## src/rtl/qb4_sram.sv

```systemverilog
module qb4_sram #(
  parameter int ADDR_W = 6,
  parameter int LANE_W = 9,
  parameter int LANES  = 2,
  localparam int DATA_W = LANE_W * LANES,
  localparam int DEPTH  = 1 << ADDR_W,
  localparam int BASE_W = ADDR_W - 2
) (
  input  logic              clk,
  input  logic              rst_n,
  input  logic              k_phase,
  input  logic              loop_on,
  input  logic              rd_n,
  input  logic              wr_n,
  input  logic [ADDR_W-1:0] addr,
  input  logic [DATA_W-1:0] wdata,
  input  logic [LANES-1:0]  wbe_n,
  output logic [DATA_W-1:0] rdata,
  output logic              rvalid,
  output logic              proto_err
);

  logic              rp_v, ra_v, wp_v, wa_v;
  logic [BASE_W-1:0] rp_base, ra_base, wp_base, wa_base;
  logic [1:0]        ra_idx, wa_idx;
  logic              rd_go, wr_go, r_fire, w_fire;
  logic [ADDR_W-1:0] r_word, w_word;
  logic [DATA_W-1:0] f_next, f_d;
  logic              f_v;
  logic [DATA_W-1:0] dd [3];
  logic [2:0]        dv;

  wire unused_lo = ^addr[1:0];

  assign rd_go  = k_phase && !rd_n && !rp_v;
  assign wr_go  = k_phase && !wr_n && !wp_v;
  assign r_fire = (k_phase && rp_v) || ra_v;
  assign w_fire = (k_phase && wp_v) || wa_v;
  assign r_word = (k_phase && rp_v) ? {rp_base, 2'b00} : {ra_base, ra_idx};
  assign w_word = (k_phase && wp_v) ? {wp_base, 2'b00} : {wa_base, wa_idx};

  always_ff @(posedge clk) begin
    if (!rst_n) begin
      rp_v <= 1'b0; ra_v <= 1'b0; ra_idx <= '0;
      rp_base <= '0; ra_base <= '0;
    end else begin
      if (k_phase) begin
        rp_v <= rd_go;
        if (rd_go) rp_base <= addr[ADDR_W-1:2];
      end
      if (k_phase && rp_v) begin
        ra_v <= 1'b1; ra_base <= rp_base; ra_idx <= 2'd1;
      end else if (ra_v) begin
        ra_idx <= ra_idx + 2'd1;
        if (ra_idx == 2'd3) ra_v <= 1'b0;
      end
    end
  end

  always_ff @(posedge clk) begin
    if (!rst_n) begin
      wp_v <= 1'b0; wa_v <= 1'b0; wa_idx <= '0;
      wp_base <= '0; wa_base <= '0;
    end else begin
      if (k_phase) begin
        wp_v <= wr_go;
        if (wr_go) wp_base <= addr[ADDR_W-1:2];
      end
      if (k_phase && wp_v) begin
        wa_v <= 1'b1; wa_base <= wp_base; wa_idx <= 2'd1;
      end else if (wa_v) begin
        wa_idx <= wa_idx + 2'd1;
        if (wa_idx == 2'd3) wa_v <= 1'b0;
      end
    end
  end

  for (genvar g = 0; g < LANES; g++) begin : g_lane
    logic [LANE_W-1:0] lmem [DEPTH];
    logic              fwd;
    assign fwd = w_fire && !wbe_n[g] && (w_word == r_word);
    assign f_next[g*LANE_W +: LANE_W] = fwd ? wdata[g*LANE_W +: LANE_W] : lmem[r_word];
    always_ff @(posedge clk) begin
      if (w_fire && !wbe_n[g]) lmem[w_word] <= wdata[g*LANE_W +: LANE_W];
    end
  end

  always_ff @(posedge clk) begin
    if (!rst_n) begin
      f_v <= 1'b0; f_d <= '0; dv <= '0;
      dd[0] <= '0; dd[1] <= '0; dd[2] <= '0;
      proto_err <= 1'b0;
    end else begin
      f_v <= r_fire;
      f_d <= r_fire ? f_next : '0;
      dv  <= {dv[1:0], f_v};
      dd[0] <= f_d; dd[1] <= dd[0]; dd[2] <= dd[1];
      proto_err <= k_phase && ((!rd_n && rp_v) || (!wr_n && wp_v));
    end
  end

  assign rdata  = loop_on ? dd[2] : f_d;
  assign rvalid = loop_on ? dv[2] : f_v;

endmodule

```

## config.mk

```make
export PLATFORM = sky130hd
export DESIGN_NAME = qb4_sram
export DESIGN_NICKNAME = d
export VERILOG_FILES = /design/src/rtl/qb4_sram.sv
export SDC_FILE = /design/constraint.sdc
export NUM_CORES = 2
export LEC_CHECK = 0
export BUFFER_PORTS_ARGS = -buffer_cell sky130_fd_sc_hd__buf_4
export CORE_ASPECT_RATIO = 1.5
export CORE_MARGIN = 2
export CORE_UTILIZATION = 60
export CTS_CLUSTER_DIAMETER = 40
export DETAILED_ROUTE_END_ITERATION = 12
export PLACE_DENSITY = 0.76
export REMOVE_ABC_BUFFERS = 1
export SLEW_MARGIN = 15
export SYNTH_ARGS = -nofsm -noshare
export SYNTH_HDL_FRONTEND = slang
export SYNTH_SLANG_ARGS = --single-unit
export TNS_END_PERCENT = 5
```

## constraint.sdc

```tcl
create_clock -name clk -period 3.8 [get_ports clk]
set_input_delay 0.19 -clock clk [delete_from_list [all_inputs] [get_ports clk]]
set_output_delay 0.19 -clock clk [all_outputs]
set_load 0.05 [all_outputs]
```

==> metrics.md <==
| Metric | Value |
|---|---|
| Detail Route Antenna Nets | `0` |
| Hold path endpoint | `g_lane[0].lmem[55][7]` |
| Clock power share | `0.416` |
| Placer Congestion | `0.966` |
| Non-Filler Instances | `4,781` |
| R2r endpoint | `f_d[14]` |
| Wire per inst | `32.8 um` |
| Initial DRC Count | `5,116` |
| Worst path required time | `4.43 ns` |
| Synth Instances | `3,374` |
| Hpwl dp | `97,600 um` |
| Total CTS buffers | `113` |
| Die Y | `360 um` |
| Share of layout cells above drive strength 1 | `0.187` |
| Setup CP Type | `register to register` |
| Synth top area cells | `edfxtp_1 68%, dfxtp_1 4.0%, mux2i_1 2.9%, o221ai_1 2.0%, mux2_2 1.9%` |
| First-pass DRT Iterations | `7` |
| Yosys reg bits | `1,253` |
| Synth-to-layout area growth | `13.4%` |
| Syn avg cell area | `15.0 um^2` |
| Placed cells | `4,554` |
| Critical path fanouts, max | `22` |
| Worst-case clock skew | `0.0446 ns` |
| Net switching fraction of the power | `0.220` |
| Post-synth top flop | `edfxtp_1` |
| Peak Freq | `257 MHz` |
| Switch Pwr | `0.00628 W` |
| Ports | `52` |
| Crit path arrival time | `4.53 ns` |
| Commonest non-fill, non-tap cell in the layout | `edfxtp_1` |
| Global-route usage over all layers | `0.366` |
| Die width | `241 um` |
| Starting Density | `0.606` |
| Failing checks | `setup timing` |
| Max Cap Viol | `0` |
| Pre-CTS setup slack | `0.0768 ns` |
| Final hold vios | `0` |
| Max Slew Vio Count | `0` |
| Post-Route WL | `157,000 um` |
| Yosys top cell area share | `0.682` |
| Critical path launch point type | `register` |
| Synth unique cells | `88` |
| Part of the cycle the worst path needs | `1.03` |
| Clock sink count | `1,253` |
| Cell Area, Synth | `50,700 um^2` |
| HP Start | `wdata[7]` |
| Max-slew headroom | `0.265` |
| R2R depth | `7` |
| Worst-skew pair later-pin latency | `0.74 ns` |
| Post-CTS setup buffer count | `0` |
| Sequential share of the synthesized area | `0.722` |
| CTS tree | `yes` |
| Yosys top cell by area | `edfxtp_1` |
| Post-synth ARST share | `0` |
| Internal power | `0.0222 W` |
| FP Rows | `130` |
| Initial antenna violation count | `5` |
| Maximum buffer depth of the clock tree | `3` |
| Via count | `34,056` |
| Leakage power | `18.4 nW` |
| Fin Setup TNS | `-0.0962 ns` |
| Vias in the first global route | `33,713` |
| Slew @ Worst Pin | `1.10 ns` |
| WHS Path Cells | `1` |
| Register clock-pin slew on the reported worst setup and hold paths | `0.07 ns` |
| RSZ-0062 raised after global routing | `no` |
| Worst hold path type | `input port to register` |
| Flop pwr share | `0.529` |
| H-tree depth | `3` |
| Post-route minimum period | `3.90 ns` |
| Power Density | `496 nW/um^2` |
| Final setup fails | `1` |
| CP endpoint kind | `register` |
| Core footprint | `83,800 um^2` |
| Worst Slack Setup Final | `-0.0962 ns` |
| Number of flops mapped to enable cells by yosys | `1,152` |
| Post-route DRC | `0` |
| Comb power frac | `0.054` |
| IO Port Bufs | `49` |
| Flop-to-flop setup slack | `-0.1 ns` |
| Nets | `3,592` |
| Reg2Reg Launch Point | `rp_v` |
| VDD IR max | `496 uV` |
| Grt total ovfl | `0` |
| Drt via density | `7.12` |
| CTS Root Cell | `clkbuf_16` |
| Largest net degree at the start of global routing | `130` |
| First-pass GRT wire length | `227,000 um` |
| Outcome | `finished with violations` |
| Most frequent cells in the layout | `1,152 x edfxtp_1, 308 x buf_4, 228 x nor2_1` |
| Die area | `86,900 um^2` |
| # fillers | `5,464` |
| Synth warnings | `0` |
-- critical path, cell delays in order (launching register included) --
cell,delay [ns]
dfxtp_2,0.49
and2_4,0.42
o21ai_2,0.90
nand2_1,0.54
o31ai_1,0.84
o31ai_1,0.18
buf_4,0.18
o221a_2,0.23
-- state kept, by name, indices dropped and copies added, names as in the netlist, 2 cells and up --
register     count
dd              54
dv               3
f_d             18
g_lane.lmem   1152
ra_base          4
ra_idx           2
rp_base          4
wa_base          4
wa_idx           2
wp_base          4
-- through the flow --
stage | power, W | instance area, um^2 | utilization | hold WS [ns]
final | 0.0285 | 57500 | 0.687 | 0.0469
after global routing | 0.0291 | 57500 | 0.687 | 0.0531
after CTS | 0.0285 | 57500 | 0.687 | 0.0400
after detailed placement | 0.0169 | 53500 | 0.639 | 0.418
after global placement | 0.0168 | 53500 | 0.639 | 0.415
after floorplan | 0.0161 | 49400 | - | 0.289
-- worst max path at each step --
stage,from,endpoint,depth (start not counted)
after floorplan,ra_idx[0],f_d[10],6
after global placement,rp_v,f_d[10],8
after detailed placement,rp_v,f_d[10],8
after CTS,rp_v,f_d[10],8
after global routing,rp_v,f_d[14],7
final,rp_v,f_d[14],7
-- cells by family (layout without fill, tap and decap cells) --
kind of cell | after synthesis | count (layout) | share of synthesized area
mux | 257 | 257 | 0.0579
other cells | 0 | 5 | 0
buf+inv | 277 | 557 | 0.0272
simple gates | 683 | 683 | 0.0659
compound gates | 895 | 895 | 0.126
fa+ha+maj | 2 | 2 | 0.000493
xor+xnor | 7 | 7 | 0.00121
flops | 1253 | 1253 | 0.722
-- cells in the mapped netlist, drive strengths merged, types with 31 or more instances --
master  count
o221ai    118
clkbuf     76
nor2b      33
mux2       87
a21oi     136
or3        31
dfxtp     101
nor2      232
buf       192
and3       32
mux2i     152
a211oi     80
o21ai     153
and2       66
nand2     140
o211ai     45
a221oi     46
o22ai      80
edfxtp   1152
nand3      57
a31oi      31
-- cell type report --
type / count / area [um^2] / share of cell area
Timing Repair Buffer: 337 / 2780 / 0.0484
Clock inverter: 72 / 800 / 0.0139
Sequential cell: 1253 / 36600 / 0.637
Tap cell: 1122 / 1400 / 0.0244
Multi-Input combinational cell: 1844 / 12800 / 0.222
Antenna cell: 5 / 12.5 / 0.000217
Inverter: 9 / 35.0 / 0.000609
Clock buffer: 139 / 3090 / 0.0537
-- repair_timing --
item	in CTS	in global routing
hold buffers	11	0
endpoints found under the hold margin	13	0
gates resized for setup	0	1
setup endpoints to repair	0	1
-- power by group through the flow --
stage / combinational, W / sequential [W] / clock [W]
after global placement: 0.00143 / 0.0154 / 0
after floorplan: 0.000680 / 0.0155 / 0
final: 0.00155 / 0.0151 / 0.0119
after CTS: 0.00150 / 0.0151 / 0.0119
after global routing: 0.00160 / 0.0151 / 0.0124
after detailed placement: 0.00148 / 0.0154 / 0
-- metal layers --
layer,share of wire,wire (um),track usage,vias up
li1,-,-,-,13808
met4,0.097,15200,0.285,2
met5,0.000070,11,0,-
met1,0.32,50100,0.442,16697
met3,0.12,18000,0.0799,763
met2,0.47,73400,0.572,2786
No activity file was read; power rests on OpenSTA's default activity.
